--- config.mk ---
export PLATFORM = sky130hd
export DESIGN_NAME = trig_readout
export DESIGN_NICKNAME = d
export VERILOG_FILES = /design/src/rtl/trig_readout.sv
export SDC_FILE = /design/constraint.sdc
export NUM_CORES = 1
export LEC_CHECK = 0
export ABC_AREA = 1
export CORE_MARGIN = 5
export CORE_UTILIZATION = 35
export DETAILED_ROUTE_END_ITERATION = 6
export HOLD_SLACK_MARGIN = 0.15
export PLACE_DENSITY = 0.57
export REMOVE_ABC_BUFFERS = 1
export SYNTH_ARGS = -nofsm -noshare
export SYNTH_HDL_FRONTEND = slang
export SYNTH_SLANG_ARGS = --single-unit
--- constraint.sdc ---
create_clock -name clk -period 3.61 [get_ports clk]
set_clock_uncertainty 0.05 [all_clocks]
set_input_delay 0.361 -clock clk [delete_from_list [all_inputs] [get_ports clk]]
set_output_delay 0.361 -clock clk [all_outputs]
set_load 0.05 [all_outputs]
--- src/rtl/trig_readout.sv ---
module trig_readout #(
  parameter int NFIFO       = 4,
  parameter int BLOCK_WORDS = 96,
  parameter int CNT_W       = 4,
  localparam int SEL_W      = $clog2(NFIFO),
  localparam int WRD_W      = $clog2(BLOCK_WORDS)
) (
  input  logic             clk,
  input  logic             rst_n,
  input  logic             trig_in,
  input  logic             fifo_afull,
  output logic             fe_trig,
  input  logic             sink_ready,
  input  logic [NFIFO-1:0] fifo_empty,
  input  logic             mcu_own_n,
  input  logic [SEL_W-1:0] mcu_sel,
  input  logic             mcu_rd,
  output logic [SEL_W-1:0] fifo_sel,
  output logic             fifo_rd,
  output logic             sink_we,
  output logic [CNT_W-1:0] pending
);

  localparam logic [SEL_W-1:0] LAST_IDX  = SEL_W'(NFIFO - 1);
  localparam logic [WRD_W-1:0] LAST_WORD = WRD_W'(BLOCK_WORDS - 1);

  logic             run_q;
  logic [SEL_W-1:0] idx_q;
  logic [WRD_W-1:0] word_q;
  logic [CNT_W-1:0] pend_q;
  logic             we_q;

  logic ctrl_rd, blk_end, evt_end;

  assign fe_trig  = trig_in & ~fifo_afull;
  assign ctrl_rd  = run_q & mcu_own_n & (pend_q != '0) & sink_ready & ~fifo_empty[idx_q];
  assign blk_end  = ctrl_rd & (word_q == LAST_WORD);
  assign evt_end  = blk_end & (idx_q == LAST_IDX);

  assign fifo_sel = mcu_own_n ? idx_q : mcu_sel;
  assign fifo_rd  = mcu_own_n ? ctrl_rd : mcu_rd;
  assign sink_we  = we_q;
  assign pending  = pend_q;

  always_ff @(posedge clk or negedge rst_n) begin
    if (!rst_n) begin
      run_q <= 1'b0;
      we_q  <= 1'b0;
    end else begin
      run_q <= mcu_own_n;
      we_q  <= ctrl_rd;
    end
  end

  always_ff @(posedge clk or negedge rst_n) begin
    if (!rst_n) begin
      idx_q  <= '0;
      word_q <= '0;
    end else if (!mcu_own_n) begin
      idx_q  <= '0;
      word_q <= '0;
    end else if (ctrl_rd) begin
      if (blk_end) begin
        word_q <= '0;
        idx_q  <= (idx_q == LAST_IDX) ? '0 : idx_q + 1'b1;
      end else begin
        word_q <= word_q + 1'b1;
      end
    end
  end

  always_ff @(posedge clk or negedge rst_n) begin
    if (!rst_n) begin
      pend_q <= '0;
    end else begin
      case ({fe_trig, evt_end})
        2'b10:   if (pend_q != '1) pend_q <= pend_q + 1'b1;
        2'b01:   pend_q <= pend_q - 1'b1;
        default: pend_q <= pend_q;
      endcase
    end
  end

  p_sat_r1: assert property (@(posedge clk) disable iff (!rst_n)
    (pending == '1) |=> (pending != '0));

  p_step_r1: assert property (@(posedge clk) disable iff (!rst_n)
    (pending == $past(pending)) || (pending == $past(pending) + 1'b1) ||
    (pending == $past(pending) - 1'b1));

  p_dec_on_wrap_r3: assert property (@(posedge clk) disable iff (!rst_n)
    (pending < $past(pending)) |-> ($past(fifo_sel) == LAST_IDX && $past(fifo_rd) && $past(mcu_own_n)));

  p_rd_ready_r4: assert property (@(posedge clk) disable iff (!rst_n)
    (mcu_own_n && fifo_rd) |-> sink_ready);

  p_rd_data_r5: assert property (@(posedge clk) disable iff (!rst_n)
    (mcu_own_n && fifo_rd) |-> !fifo_empty[fifo_sel]);

  p_bypass_quiet_r6: assert property (@(posedge clk) disable iff (!rst_n)
    !mcu_own_n |=> !sink_we);

  p_blocked_r8: assert property (@(posedge clk) disable iff (!rst_n)
    (fifo_afull || !trig_in) |=> (pending <= $past(pending)));

  p_we_after_rd_r9: assert property (@(posedge clk) disable iff (!rst_n)
    (mcu_own_n && fifo_rd) |=> sink_we);

  p_we_only_after_rd_r9: assert property (@(posedge clk) disable iff (!rst_n)
    !(mcu_own_n && fifo_rd) |=> !sink_we);

endmodule

==> results by group <==
Status
  • Outcome: finished, final reports clean

Synthesis
  • Number of synthesized flops with an enable pin: 0
  • Post-synth top area share: 0.383
  • Warnings, synthesis: 0
  • Distinct cells, synth: 22
  • Ys async rst share: 1.00
  • Flops & latches, synth: 15
  • Synth Cell Area: 980 µm²
  • Most common cell in the netlist: nand2_1
  • Synth area leader: dfrtp_1
  • Cell count after synthesis: 127
  • Post-synth top cells: nand2_1 (28), inv_1 (25), dfrtp_1 (15)
  • Register area share after synthesis: 0.383
  • Main synth FF type: dfrtp_1
  • Synth area leaders: dfrtp_1 (38%), nand2_1 (11%), inv_1 (9.6%)
  • Avg Cell Area, Syn: 7.71 µm²

STA
  • Slew Viols, Final: 0
  • Final setup viols: 0
  • Hold Vio Cnt, Final: 0
  • RSZ-0062 raised after global routing: false
  • Relative slew slack: 0.527
  • Fmax: 346 MHz
  • Fin crit share: 0.800
  • Min Hold Slack: 436 ps
  • Fin Setup TNS: 0 ps
  • Worst setup margin: 720 ps
  • Least-Margin Pin Slew: 708 ps
  • Minimum clock period: 2890 ps

Setup path
  • Worst r2r path cells: 12
  • Family with the most delay on the worst path: buffers and inverters
  • CP Launch Type: input pin
  • Critical Path, Cell by Cell: clkdlybuf4s50_1 > nand2_1 > nor2_2 > nand2_2 > nor2_4 > nor2_4 > nor2_1 > clkdlybuf4s50_1
  • Critical path type: input pin to output pin
  • Worst path required time: 3200 ps
  • Worst stage delay on the critical path: 810 ps
  • Slowest CP cell: clkdlybuf4s50_1
  • Worst EP arrival: 2480 ps
  • WP depth: 8
  • Crit end category: output pin
  • Crit path buffers/inverters: 2
  • Crit path max fanout: 7

Run
  • MaxCap Viol Count: 0

Placed design
  • Port buffer count: 21
  • DP Area: 1230 µm²
  • Hpwl dp: 1760 µm
  • Pre-CTS setup slack: 718 ps
  • Placer Congestion: 0.911

Power and ir drop
  • Peak supply drop: 357 µV
  • Pwr Density: 492 nW/µm²
  • Power after layout: 618 µW
  • LEAKAGE: 0.621 nW

Final layout
  • ANT cells: 0
  • # nets final: 169
  • Post-route cell area: 1250 µm²
  • P&R area growth vs syn: 28.1%
  • Share of cells above drive strength 1: 0.0921

Global route
  • Largest net degree at the start of global routing: 16
  • GRT overflow: 0
  • Vias in the first global route: 892
  • Antenna violations before repair: 0
  • GRT Util Overall: 0.117
  • First-pass GRT wire length: 3840 µm

Floorplan
  • Die W: 62.9 µm
  • Row count: 19
  • Number of placed I/O pins: 22
  • Die Height: 62.9 µm
  • Die area: 3960 µm²
  • Starting density of the core: 0.361
  • Core Area: 2710 µm²

Drt
  • WL/cell: 11.8 µm
  • WL met1: 1050 µm
  • 1st-pass router iterations: 4
  • Final ANT Viol Nets: 0
  • Highest Signal Layer: met4
  • Vias: 869
  • Avg Vias per Cell: 4.75
  • Detailed Route Iter0 Violations: 31
  • Final WL: 2170 µm
  • Routed wl met2: 1040 µm
  • DRC Markers: 0
  • Metal3 WL: 41 µm

Clocking
  • Clock sinks: 15
  • Clock latency at the later pin of the worst-skew pair: 280 ps
  • Buffer depth of the longest clock path: 2
  • Setup bufs post-CTS: 0
  • CTS tree: built
  • Number of buffers created by CTS: 3
  • Clock root buffer: clkbuf_4
  • Post-cts resize count: 0
  • Worst-path clk slew: 90 ps
  • H-tree depth: 1
  • Hold-fix buffers at CTS: 0

Worst hold path
  • Hold crit path type: input pin to asynchronous set/reset pin
## path summary, 6_finish.rpt
check                           startpoint          to  slack [ps]
min in group clk                 word_q[5]   word_q[5]         440
worst min-delay path                 rst_n   word_q[0]         440
worst min register to register   word_q[5]   word_q[5]         440
worst max register to register   word_q[1]  pending[2]        1450
worst max-delay path             mcu_own_n     fifo_rd         720
max in group asynchronous            rst_n   word_q[3]        2610
## report_power, final
group / internal [mW] / switching (mW)
clock network: 0.0429 / 0.0547
logic: 0.105 / 0.178
registers: 0.195 / 0.0421
## area by class of cell
class	count	area (µm²)
Clock buffer	4	26.3
Tap cell	31	38.8
Multi-Input combinational cell	87	510
Fill cell	269	1460
Inverter	25	93.8
Sequential cell	15	375
Timing Repair Buffer	21	210
## kinds of logic after synthesis
kind of cell,after synthesis,share of synthesized area
AND/OR/NAND/NOR,59,0.323
buffers and inverters,25,0.0958
AO/OA/AOI/OAI,21,0.124
flip-flops,15,0.383
XOR/XNOR,4,0.0358
adder cells (fa/ha/maj),3,0.0383
## state kept, by name (all words and copies together) (netlist names)
register and count:
idx_q 2, pending 4, run_q 1, sink_we 1, word_q 7
## cell usage in the layout, fill, tap and decap left out, types with 2 or more instances in the layout
master	instances
xor2_1	3
dfrtp_1	15
nand2_1	28
inv_1	25
ha_1	3
nand2_2	2
clkdlybuf4s50_1	21
o21ai_0	8
nand3_1	8
a21oi_1	8
nor2_4	4
nor2_1	10
nand4_1	2
clkbuf_4	3
o21bai_1	2
## layer usage
layer,track usage,vias to the layer above
met1,0.158,402
met3,0.0126,2
met2,0.186,11
li1,-,454
met5,0,-
met4,0.0557,0
## through the flow
step | cells | utilization
finish | 183 | 0.463
CTS | 183 | 0.463
global placement | 179 | 0.453
global route | 183 | 0.463
detailed placement | 179 | 0.453
floorplan | 127 | -
Note: power is estimated with default switching activity, not from simulation.
